File: config.mk
export PLATFORM = sky130hd
export DESIGN_NAME = i2c_regfile_slave
export DESIGN_NICKNAME = d
export VERILOG_FILES = /design/src/rtl/i2c_rf_pkg.sv /design/src/rtl/i2c_rf_sync_edge.sv /design/src/rtl/i2c_rf_pwr_gate.sv /design/src/rtl/i2c_rf_store.sv /design/src/rtl/i2c_regfile_slave.sv
export SDC_FILE = /design/constraint.sdc
export NUM_CORES = 1
export LEC_CHECK = 0
export BUFFER_PORTS_ARGS = -buffer_cell sky130_fd_sc_hd__buf_2
export CAP_MARGIN = 20
export CORE_ASPECT_RATIO = 0.9
export CORE_MARGIN = 8
export CORE_UTILIZATION = 55
export CTS_CLUSTER_SIZE = 28
export DETAILED_ROUTE_END_ITERATION = 16
export PLACE_DENSITY = 0.84
export SKIP_LAST_GASP = 1
export SYNTH_ARGS = -nofsm -noshare
export SYNTH_HDL_FRONTEND = slang
export SYNTH_SLANG_ARGS = --single-unit
export TNS_END_PERCENT = 10
File: constraint.sdc
create_clock -name clk -period 4.85 [get_ports clk]
set_clock_uncertainty 0.2 [all_clocks]
set_input_delay 0.7275 -clock clk [delete_from_list [all_inputs] [get_ports clk]]
set_output_delay 0.7275 -clock clk [all_outputs]
set_load 0.05 [all_outputs]
File: src/rtl/i2c_rf_pkg.sv
package i2c_rf_pkg;
  localparam int BYTE_W = 8;

  typedef enum logic [2:0] {
    ST_IDLE,
    ST_ADDR,
    ST_AACK,
    ST_RX,
    ST_RACK,
    ST_TX,
    ST_MACK
  } xfer_st_e;
endpackage

File: src/rtl/i2c_rf_sync_edge.sv
module i2c_rf_sync_edge #(
  parameter int STAGES = 2
) (
  input  logic clk,
  input  logic rst_n,
  input  logic scl_i,
  input  logic sda_i,
  output logic scl_s,
  output logic sda_s,
  output logic scl_rise,
  output logic scl_fall,
  output logic start_det,
  output logic stop_det
);
  logic [1:0] line_raw;
  logic [1:0] now_v;
  logic [1:0] prev_v;

  assign line_raw = {sda_i, scl_i};

  for (genvar g = 0; g < 2; g++) begin : g_line
    logic [STAGES:0] pipe_q;
    always_ff @(posedge clk or negedge rst_n) begin
      if (!rst_n) pipe_q <= '1;
      else        pipe_q <= {pipe_q[STAGES-1:0], line_raw[g]};
    end
    assign now_v[g]  = pipe_q[STAGES-1];
    assign prev_v[g] = pipe_q[STAGES];
  end

  assign scl_s     = now_v[0];
  assign sda_s     = now_v[1];
  assign scl_rise  = now_v[0] & ~prev_v[0];
  assign scl_fall  = ~now_v[0] & prev_v[0];
  assign start_det = now_v[0] & prev_v[0] & prev_v[1] & ~now_v[1];
  assign stop_det  = now_v[0] & prev_v[0] & ~prev_v[1] & now_v[1];
endmodule

File: src/rtl/i2c_rf_pwr_gate.sv
module i2c_rf_pwr_gate #(
  parameter int REC_CYCLES = 2000
) (
  input  logic clk,
  input  logic rst_n,
  input  logic pwr_good_i,
  output logic acc_ok
);
  localparam int CNT_W = $clog2(REC_CYCLES + 1);
  localparam logic [CNT_W-1:0] CNT_END = CNT_W'(REC_CYCLES);

  logic [CNT_W-1:0] cnt_q;

  always_ff @(posedge clk or negedge rst_n) begin
    if (!rst_n)              cnt_q <= '0;
    else if (!pwr_good_i)    cnt_q <= '0;
    else if (cnt_q != CNT_END) cnt_q <= cnt_q + 1'b1;
  end

  assign acc_ok = pwr_good_i && (cnt_q == CNT_END);
endmodule

File: src/rtl/i2c_rf_store.sv
module i2c_rf_store #(
  parameter int ADDR_W     = 6,
  parameter int TIME_BYTES = 7
) (
  input  logic                    clk,
  input  logic                    rst_n,
  input  logic                    snap_en,
  input  logic [TIME_BYTES*8-1:0] time_i,
  input  logic                    wr_en,
  input  logic [ADDR_W-1:0]       wr_addr,
  input  logic [7:0]              wr_data,
  input  logic [ADDR_W-1:0]       rd_addr,
  output logic [7:0]              rd_data
);
  localparam int REG_BYTES = 1 << ADDR_W;
  localparam int RAM_BYTES = REG_BYTES - TIME_BYTES;
  localparam int TB_IW     = $clog2(TIME_BYTES);
  localparam logic [ADDR_W-1:0] TIME_END = ADDR_W'(TIME_BYTES);

  logic [7:0] shadow_q [TIME_BYTES];
  logic [7:0] ram_q    [RAM_BYTES];
  logic [ADDR_W-1:0] wr_idx;
  logic [ADDR_W-1:0] rd_idx;

  assign wr_idx = wr_addr - TIME_END;
  assign rd_idx = rd_addr - TIME_END;

  always_ff @(posedge clk or negedge rst_n) begin
    if (!rst_n) begin
      for (int k = 0; k < TIME_BYTES; k++) shadow_q[k] <= '0;
    end else if (snap_en) begin
      for (int k = 0; k < TIME_BYTES; k++) shadow_q[k] <= time_i[k*8 +: 8];
    end
  end

  always_ff @(posedge clk or negedge rst_n) begin
    if (!rst_n) begin
      for (int k = 0; k < RAM_BYTES; k++) ram_q[k] <= '0;
    end else if (wr_en && (wr_addr >= TIME_END)) begin
      ram_q[wr_idx] <= wr_data;
    end
  end

  always_comb begin
    if (rd_addr < TIME_END) rd_data = shadow_q[rd_addr[TB_IW-1:0]];
    else                    rd_data = ram_q[rd_idx];
  end
endmodule

File: src/rtl/i2c_regfile_slave.sv
module i2c_regfile_slave
  import i2c_rf_pkg::*;
#(
  parameter logic [6:0] SLAVE_ADDR  = 7'h68,
  parameter int         ADDR_W      = 6,
  parameter int         TIME_BYTES  = 7,
  parameter int         SYNC_STAGES = 2,
  parameter int         REC_CYCLES  = 2000
) (
  input  logic                    clk,
  input  logic                    rst_n,
  input  logic                    scl_i,
  input  logic                    sda_i,
  output logic                    sda_oe_o,
  input  logic                    pwr_good_i,
  input  logic [TIME_BYTES*8-1:0] time_i,
  output logic                    wr_valid_o,
  output logic [ADDR_W-1:0]       wr_addr_o,
  output logic [BYTE_W-1:0]       wr_data_o
);
  localparam logic [3:0] LAST_BIT = 4'(BYTE_W);

  logic scl_s, sda_s, scl_rise, scl_fall, start_det, stop_det;
  logic acc_ok;

  xfer_st_e          st_q;
  logic [3:0]        bit_cnt_q;
  logic [BYTE_W-1:0] sh_q;
  logic              rw_q;
  logic              first_q;
  logic              nack_q;
  logic              drive_q;
  logic [ADDR_W-1:0] ptr_q;
  logic              wr_valid_q;
  logic [ADDR_W-1:0] wr_addr_q;
  logic [BYTE_W-1:0] wr_data_q;
  logic [BYTE_W-1:0] rd_data;

  logic ev_ok, rx_done, tx_done, ptr_inc, wrap_evt, snap_en;

  i2c_rf_sync_edge #(.STAGES(SYNC_STAGES)) u_sync (
    .clk       (clk),
    .rst_n     (rst_n),
    .scl_i     (scl_i),
    .sda_i     (sda_i),
    .scl_s     (scl_s),
    .sda_s     (sda_s),
    .scl_rise  (scl_rise),
    .scl_fall  (scl_fall),
    .start_det (start_det),
    .stop_det  (stop_det)
  );

  i2c_rf_pwr_gate #(.REC_CYCLES(REC_CYCLES)) u_pwr (
    .clk        (clk),
    .rst_n      (rst_n),
    .pwr_good_i (pwr_good_i),
    .acc_ok     (acc_ok)
  );

  // Pointer movement happens at the SCL fall that closes a data byte.
  assign ev_ok    = acc_ok && !start_det && !stop_det;
  assign rx_done  = (st_q == ST_RX) && (bit_cnt_q == LAST_BIT) && scl_fall;
  assign tx_done  = (st_q == ST_TX) && (bit_cnt_q == LAST_BIT) && scl_fall;
  assign ptr_inc  = ev_ok && ((rx_done && !first_q) || tx_done);
  assign wrap_evt = ptr_inc && (ptr_q == '1);
  assign snap_en  = start_det || stop_det || wrap_evt;

  i2c_rf_store #(.ADDR_W(ADDR_W), .TIME_BYTES(TIME_BYTES)) u_store (
    .clk     (clk),
    .rst_n   (rst_n),
    .snap_en (snap_en),
    .time_i  (time_i),
    .wr_en   (wr_valid_q),
    .wr_addr (wr_addr_q),
    .wr_data (wr_data_q),
    .rd_addr (ptr_q),
    .rd_data (rd_data)
  );

  always_ff @(posedge clk or negedge rst_n) begin
    if (!rst_n) begin
      st_q       <= ST_IDLE;
      bit_cnt_q  <= '0;
      sh_q       <= '0;
      rw_q       <= 1'b0;
      first_q    <= 1'b0;
      nack_q     <= 1'b0;
      drive_q    <= 1'b0;
      ptr_q      <= '0;
      wr_valid_q <= 1'b0;
      wr_addr_q  <= '0;
      wr_data_q  <= '0;
    end else begin
      wr_valid_q <= 1'b0;
      if (!acc_ok) begin
        st_q    <= ST_IDLE;
        drive_q <= 1'b0;
      end else if (start_det) begin
        st_q      <= ST_ADDR;
        bit_cnt_q <= '0;
        drive_q   <= 1'b0;
      end else if (stop_det) begin
        st_q    <= ST_IDLE;
        drive_q <= 1'b0;
      end else begin
        unique case (st_q)
          ST_ADDR: begin
            if (scl_rise && bit_cnt_q != LAST_BIT) begin
              sh_q      <= {sh_q[BYTE_W-2:0], sda_s};
              bit_cnt_q <= bit_cnt_q + 1'b1;
            end else if (scl_fall && bit_cnt_q == LAST_BIT) begin
              if (sh_q[BYTE_W-1:1] == SLAVE_ADDR) begin
                st_q    <= ST_AACK;
                rw_q    <= sh_q[0];
                drive_q <= 1'b1;
              end else begin
                st_q <= ST_IDLE;
              end
            end
          end
          ST_AACK: begin
            if (scl_fall) begin
              bit_cnt_q <= '0;
              if (rw_q) begin
                st_q    <= ST_TX;
                sh_q    <= rd_data;
                drive_q <= ~rd_data[BYTE_W-1];
              end else begin
                st_q    <= ST_RX;
                first_q <= 1'b1;
                drive_q <= 1'b0;
              end
            end
          end
          ST_RX: begin
            if (scl_rise && bit_cnt_q != LAST_BIT) begin
              sh_q      <= {sh_q[BYTE_W-2:0], sda_s};
              bit_cnt_q <= bit_cnt_q + 1'b1;
            end else if (rx_done) begin
              st_q    <= ST_RACK;
              drive_q <= 1'b1;
              if (first_q) begin
                ptr_q   <= sh_q[ADDR_W-1:0];
                first_q <= 1'b0;
              end else begin
                wr_valid_q <= 1'b1;
                wr_addr_q  <= ptr_q;
                wr_data_q  <= sh_q;
                ptr_q      <= ptr_q + 1'b1;
              end
            end
          end
          ST_RACK: begin
            if (scl_fall) begin
              st_q      <= ST_RX;
              bit_cnt_q <= '0;
              drive_q   <= 1'b0;
            end
          end
          ST_TX: begin
            if (scl_rise && bit_cnt_q != LAST_BIT) begin
              bit_cnt_q <= bit_cnt_q + 1'b1;
            end else if (tx_done) begin
              st_q    <= ST_MACK;
              drive_q <= 1'b0;
              ptr_q   <= ptr_q + 1'b1;
            end else if (scl_fall) begin
              sh_q    <= {sh_q[BYTE_W-2:0], 1'b0};
              drive_q <= ~sh_q[BYTE_W-2];
            end
          end
          ST_MACK: begin
            if (scl_rise) begin
              nack_q <= sda_s;
            end else if (scl_fall) begin
              if (!nack_q) begin
                st_q      <= ST_TX;
                bit_cnt_q <= '0;
                sh_q      <= rd_data;
                drive_q   <= ~rd_data[BYTE_W-1];
              end else begin
                st_q <= ST_IDLE;
              end
            end
          end
          default: st_q <= ST_IDLE;
        endcase
      end
    end
  end

  assign sda_oe_o   = drive_q && acc_ok;
  assign wr_valid_o = wr_valid_q;
  assign wr_addr_o  = wr_addr_q;
  assign wr_data_o  = wr_data_q;
endmodule

==> Yosys cells after proc, flatten, opt, wreduce, memory -nomap -nowiden <==
Index checks and enable logic that the tools add are counted.
{ "op_classes": {"eq_ne": 46, "bitwise_logic": 20, "n_mux": 83, "reduce_logical": 37, "magnitude_cmp": 6, "addsub": 5} }
{ "ops": {"columns": ["cell", "n"], "rows": [
  ["456-bit bitwise mux", 1],
  ["8-bit two-way mux", 15],
  ["5-bit inequality test, second input constant", 12],
  ["8-bit binary-select mux with 6-bit select", 1],
  ["8-bit demux with 6-bit select", 1],
  ["3-bit two-way mux", 15],
  ["8-bit case mux with 4 select lines", 1],
  ["6-bit two-way mux", 5],
  ["1-bit two-way mux", 28],
  ["4-bit two-way mux", 7],
  ["2-bit inequality test, second input constant", 13],
  ["13-bit AND reduction", 2],
  ["8-bit binary-select mux with 3-bit select", 1],
  ["8-bit AND reduction", 3],
  ["11-bit two-way mux", 2],
  ["3-bit case mux with 6 select lines", 1],
  ["1-bit logical AND", 15],
  ["7-bit greater-or-equal comparator, second input constant", 2],
  ["6-bit inverter with 7-bit output", 2],
  ["7-bit AND reduction", 2],
  ["4-bit case mux with 3 select lines", 1],
  ["6-bit case mux with 2 select lines", 1],
  ["6-bit by 3-bit subtractor with 6-bit output, second input constant", 2],
  ["11-bit by 1-bit adder with 11-bit output, second input constant", 1],
  ["other kinds (34)", 63]
]} }
{ "word_totals": {"word_cells": 275, "output_inout_bits": 16, "inputBits": 61, "register_bits": 569} }

==> Depth between registers and ports, before layout <==
{ "logic_depth": {"word_depth": 14, "mapped_depth": 13, "depth_no_buf": 10} }

==> Cells and area by module <==
A second synthesis with hierarchy kept.
{ "unflattened": {"hier_cells": 1883, "area_unflattened_um2": 27116.0} }
{ "modules_own_cells": {"columns": ["mod", "cells_each", "area_per_inst_um2", "instances"], "rows": [
  ["i2c_rf_store", 1589, 24009.3, 1],
  ["i2c_regfile_slave", 222, 2311.0, 1],
  ["i2c_rf_pwr_gate", 62, 605.6, 1],
  ["i2c_rf_sync_edge", 10, 190.2, 1]
]} }

==> Worst setup path before layout <==
No wires, ideal clock.
{ "synth_timing": {"path_type": "register to register", "start": "register ptr_q[1]", "end": "register sh_q[4]", "slack_ps": 1432, "n_path_buf": 4, "t_required_ps": 4532, "setup_ps": 118, "period_less_slack_ps": 3418, "t_arrival_ps": 3100, "stages_incl_launch_ff": 11, "cell_sequence": "dfrtp_1 > ha_1 > buf_2 > buf_2 > buf_2 > buf_1 > mux4_2 > mux4_1 > o211ai_1 > a41oi_1 > a21o_1"} }
{ "synth_between": {"elab_chain_cells": 10, "word_cells_on_any_way": 17} }
{ "synth_lines": {"columns": ["element", "line_no", "source"], "rows": [
  ["start, declared", "i2c_regfile_slave.sv:33", "logic [ADDR_W-1:0] ptr_q;"],
  ["start signal, assigned", "i2c_regfile_slave.sv:144", "ptr_q <= sh_q[ADDR_W-1:0];"],
  ["start signal, assigned", "i2c_regfile_slave.sv:150", "ptr_q <= ptr_q + 1'b1;"],
  ["start signal, assigned", "i2c_regfile_slave.sv:167", "ptr_q <= ptr_q + 1'b1;"],
  ["6-bit by 3-bit subtractor with 6-bit output", "i2c_rf_store.sv:26", "assign rd_idx = rd_addr - TIME_END;"],
  ["6-bit inverter with 7-bit output (implied by the code)", "i2c_rf_store.sv:46", "else rd_data = ram_q[rd_idx];"],
  ["8-bit binary-select mux with 6-bit select", "i2c_rf_store.sv:46", null],
  ["8-bit two-way mux (implied by the code) (2 in series)", "i2c_rf_store.sv:46", null],
  ["8-bit two-way mux (*)", "i2c_rf_store.sv:45", "if (rd_addr < TIME_END) rd_data = shadow_q[rd_addr[TB_IW-1:0]];"],
  ["8-bit two-way mux", "i2c_regfile_slave.sv:177", "if (!nack_q) begin"],
  ["8-bit two-way mux", "i2c_regfile_slave.sv:176", "end else if (scl_fall) begin"],
  ["8-bit two-way mux", "i2c_regfile_slave.sv:174", "if (scl_rise) begin"],
  ["8-bit case mux with 4 select lines (*)", "i2c_regfile_slave.sv:107", "unique case (st_q)"],
  ["end signal, assigned", "i2c_regfile_slave.sv:110", "sh_q <= {sh_q[BYTE_W-2:0], sda_s};"],
  ["end signal, assigned", "i2c_regfile_slave.sv:169", "sh_q <= {sh_q[BYTE_W-2:0], 1'b0};"],
  ["end signal, assigned", "i2c_regfile_slave.sv:180", "sh_q <= rd_data;"],
  ["end, declared", "i2c_regfile_slave.sv:28", "logic [BYTE_W-1:0] sh_q;"]
]} }
Every way passes the cells marked *; elsewhere a longest branch is shown, timed or not. The select of a mux whose other input is x is not followed.
A chain may end at the register's enable or synchronous reset.

==> Final worst setup path <==
{ "layout_timing": {"start": "register ptr_q[0]", "end": "register drive_q"} }
{ "layout_between": {"elab_chain_cells": 14, "word_cells_on_any_way": 21} }
{ "layout_lines": {"columns": ["element", "line_no", "source"], "rows": [
  ["6-bit by 3-bit subtractor with 6-bit output", "i2c_rf_store.sv:26", null],
  ["6-bit inverter with 7-bit output (implied by the code)", "i2c_rf_store.sv:46", null],
  ["8-bit binary-select mux with 6-bit select", "i2c_rf_store.sv:46", null],
  ["8-bit two-way mux (implied by the code) (2 in series)", "i2c_rf_store.sv:46", null],
  ["8-bit two-way mux (*)", "i2c_rf_store.sv:45", null],
  ["1-bit inverter (*)", "i2c_regfile_slave.sv:128, i2c_regfile_slave.sv:181", null],
  ["1-bit two-way mux", "i2c_regfile_slave.sv:177", null],
  ["1-bit two-way mux", "i2c_regfile_slave.sv:176", null],
  ["1-bit two-way mux", "i2c_regfile_slave.sv:174", null],
  ["1-bit case mux with 6 select lines (*)", "i2c_regfile_slave.sv:107", null],
  ["1-bit two-way mux (*)", "i2c_regfile_slave.sv:103", "end else if (stop_det) begin"],
  ["1-bit two-way mux (*)", "i2c_regfile_slave.sv:99", "end else if (start_det) begin"],
  ["1-bit two-way mux (*)", "i2c_regfile_slave.sv:96", "if (!acc_ok) begin"],
  ["end signal, assigned", "i2c_regfile_slave.sv:128", "drive_q <= ~rd_data[BYTE_W-1];"],
  ["end signal, assigned", "i2c_regfile_slave.sv:170", "drive_q <= ~sh_q[BYTE_W-2];"],
  ["end signal, assigned", "i2c_regfile_slave.sv:181", "drive_q <= ~rd_data[BYTE_W-1];"],
  ["end, declared", "i2c_regfile_slave.sv:32", "logic drive_q;"]
]} }
Marked as above.

==> out/qor.tcl <==
set qor(num_vias) 16600
set qor(synth_edf_count) 0
set qor(ctsLongestPathBuffers) 3
set qor(gr-total-overflow) 0
set qor(first_pass_iters) 5
set qor(reg2reg_depth) 10
set qor(nNetsFinal) 1974
set qor(vdd.ir_drop.worst_mv) 0.262
set qor(gp_congestion) 0.935
set qor(wire_length_of_the_first_global_routing_pass_um) 102000
set qor(route.detailed.drc) 0
set qor(yosys.area.top_type) {sky130_fd_sc_hd__dfrtp_1}
set qor(vias_per_cell) 6.44
set qor(clk_pin_slew_worst_paths_ns) 0.07
set qor(routedWlPerCell_um) 24.9
set qor(worstReg2RegStart) {ptr_q[0]}
set qor(ant_nets) 0
set qor(setup_viol) 0
set qor(synth_top_family_by_area) {multiplexers}
set qor(1st_iter_drt_viols) 2060
set qor(switching_share) 0.221
set qor(yosysWarningCount) 0
set qor(leading_cell_types_by_count_after_synthesis) {sky130_fd_sc_hd__dfrtp_1, sky130_fd_sc_hd__mux2_2, sky130_fd_sc_hd__mux4_2}
set qor(cts_resized) 0
set qor(number_of_antenna_violations_at_the_first_check_in_global_routing) 0
set qor(cts.root.buffer_cell) {sky130_fd_sc_hd__clkbuf_16}
set qor(synth_simple_gate_area_share) 0.0581
set qor(cell_count_after_synthesis) 1864
set qor(clock_insertion_delay_worst_skew_ns) 0.61
set qor(finalInstanceArea_um2) 29200
set qor(rrSetupSlack_ns) 0.45
set qor(h-tree-depth) 2
set qor(synthMostInstantiatedCell) {sky130_fd_sc_hd__dfrtp_1}
set qor(critical_path_required_ns) 5.18
set qor(layout_setup_ws_ns) 0.452
set qor(critical_path.max_fanout) 42
set qor(drv.max_cap_violation_count) 0
set qor(synthArstFlopShare) 1.00
set qor(cp-end-kind) {flop}
set qor(comb_power_share) 0.038
set qor(placement.io_buffers) 76
set qor(die-area_um2) 55400
set qor(cts-hold-fix-buffers) 1
set qor(fin_crit_ns) 4.40
set qor(setup_slack_after_placement_ns) 0.563
set qor(fin_setup_tns_ns) 0
set qor(power-per-cell-area_nw_per_um2) 320
set qor(worst_margin_slew_ns) 1.11
set qor(fmax_ghz) 0.227
set qor(clkPwrFrac) 0.435
set qor(synth_top_area_frac) 0.533
set qor(crit-reg2reg-capture) {drive_q}
set qor(synth.top_cells.by_area) {sky130_fd_sc_hd__dfrtp_1, sky130_fd_sc_hd__mux2_2, sky130_fd_sc_hd__mux4_2}
set qor(timing.critical_path.arrival_ns) 4.73
set qor(synth_mux_area_frac) 0.341
set qor(grt_setup_unrepaired) {no}
set qor(seq_power_share) 0.528
set qor(cp-startpoint) {ptr_q[0]}
set qor(post_route_cells_drive_above_1_share) 0.444
set qor(mappedNetlistArea_um2) 26500
set qor(status) {finished clean}
set qor(share_of_the_synthesized_netlist_area_taken_by_xor_and_xnor_gates) 0.00828
set qor(synth_compound_area_frac) 0.0310
set qor(post_synth_num_cell_types) 63
set qor(worstHoldPathType) {input pin to flop}
set qor(dp_hpwl_um) 41500
set qor(dpl_cell_area_um2) 27500
set qor(fp.coreArea_um2) 47600
set qor(final-max-slew-violation-count) 0
set qor(worst-setup-path-type) {flop to flop}
set qor(synth.ff_latch_count) 569
set qor(tritoncts) {built}
set qor(grt_start_max_net_pins) 153
set qor(cts_post_setup_buffers_inserted) 0
set qor(synth-seq-area-share) 0.538
set qor(synthesis.nets) 1931
set qor(timing.critical_path.to) {drive_q}
set qor(syn-mean-instance-area_um2) 14.2
set qor(num_antenna_cells) 0
set qor(die_height_um) 224
set qor(final_hold_viol_count) 0
set qor(die_w_um) 247
set qor(routed_wirelength_um) 64100
set qor(ports_placed_on_the_boundary) 77
set qor(cellLeakagePower_nw) 13.4
set qor(gr-usage-all-layers) 0.235
set qor(post_synth_fa_ha_maj_area_fraction) 0.00284
set qor(critical_path.startpoint_type) {flop}
set qor(net-switching-power_mw) 2.06
set qor(power.internal_mw) 7.28
set qor(cts_inserted_buffers) 55
set qor(synthToLayoutAreaGrowth_pct) 10.4
set qor(core.rowCount) 76
set qor(first_global_vias) 17300
set qor(initial_core_util) 0.555
set qor(relSlewSlack) 0.262
set qor(min_period_over_period) 0.907
set qor(clock_sink_count) 569
set qor(synth-main-ff-cell) {sky130_fd_sc_hd__dfrtp_1}
state kept, by name, summed over array words and instances (netlist names):
| name | count |
|---|---|
| st_q | 3 |
| u_sync.g_line.pipe_q | 6 |
| rw_q | 1 |
| first_q | 1 |
| wr_addr_o | 6 |
| u_store.shadow_q | 56 |
| u_pwr.cnt_q | 11 |
| u_store.ram_q | 456 |
| wr_valid_o | 1 |
| wr_data_o | 8 |
| ptr_q | 6 |
| bit_cnt_q | 4 |
| drive_q | 1 |
| nack_q | 1 |
| sh_q | 8 |
power by group through the flow:
stage          combinational (mW)  clock (mW)  sequential [mW]
4_1_cts                     0.358        4.11             4.93
3_3_place_gp                0.343           0             5.00
5_1_grt                     0.389        4.30             4.94
2_1_floorplan               0.183           0             4.99
6_report                    0.351        4.06             4.93
3_5_place_dp                0.354           0             5.01
area by class of cell:
class                           instances  area [µm²]
Multi-Input combinational cell       1163       11700
Sequential cell                       569       14300
Timing Repair Buffer                  109         711
Clock buffer                           78        1530
Inverter                                9        33.8
Fill cell                            3364       18400
Tap cell                              624         781
Clock inverter                         20         151
metal layers:
layer / global-route usage / share of wire
met3: 0.0508 / 0.075
met5: 0 / 0
met4: 0.0910 / 0.037
met2: 0.362 / 0.47
met1: 0.326 / 0.42
cells in the final DEF, fill, tap and decap left out, drive strengths merged, types with 17 or more instances in the layout:
cell type / synthesis / routed
nor2: 86 / 86
nand2: 111 / 111
buf: 37 / 108
mux2: 529 / 529
mux4: 124 / 124
o21ai: 29 / 29
nand4: 17 / 17
mux2i: 25 / 25
dfrtp: 563 / 563
nand3: 41 / 41
clkbuf: 86 / 78
a21oi: 40 / 40
critical path: stages, from the launching register on:
cell,delay (ns)
sky130_fd_sc_hd__dfrtp_4,0.64
sky130_fd_sc_hd__ha_4,0.76
sky130_fd_sc_hd__buf_4,0.47
sky130_fd_sc_hd__nor2b_1,0.11
sky130_fd_sc_hd__a2111oi_0,0.54
sky130_fd_sc_hd__a311oi_1,0.12
sky130_fd_sc_hd__nand4_1,0.20
sky130_fd_sc_hd__o22ai_1,0.11
sky130_fd_sc_hd__or4b_1,0.62
sky130_fd_sc_hd__or3b_1,0.38
sky130_fd_sc_hd__a31oi_1,0.13
stage by stage:
step / power [mW] / util / instances / hold WS (ns)
floorplan: 5.17 / - / 1864 / 0.145
global placement: 5.35 / 0.577 / 2472 / 0.147
detailed placement: 5.37 / 0.578 / 2473 / 0.148
CTS: 9.40 / 0.613 / 2572 / 0.00338
global route: 9.63 / 0.613 / 2572 / 0.00739
finish: 9.34 / 0.613 / 2572 / 0.0259
worst min-delay path by stage:
stage	start	end	slack, ns	cells after the start
2_1_floorplan	u_sync.g_line[0].pipe_q[0]	u_sync.g_line[0].pipe_q[1]	0.15	0
3_3_place_gp	u_sync.g_line[1].pipe_q[0]	u_sync.g_line[1].pipe_q[1]	0.15	0
3_5_place_dp	u_sync.g_line[0].pipe_q[0]	u_sync.g_line[0].pipe_q[1]	0.15	0
4_1_cts	scl_i	u_sync.g_line[0].pipe_q[0]	0.003	1
5_1_grt	scl_i	u_sync.g_line[0].pipe_q[0]	0.007	1
6_report	scl_i	u_sync.g_line[0].pipe_q[0]	0.03	1
cell families after synthesis:
group | after synthesis
adder cells (fa/ha/maj) | 6
AO/OA/AOI/OAI | 131
multiplexers | 678
XOR/XNOR | 25
buffers and inverters | 132
AND/OR/NAND/NOR | 323
flip-flops | 569
Power figures use the tool's default switching activity.
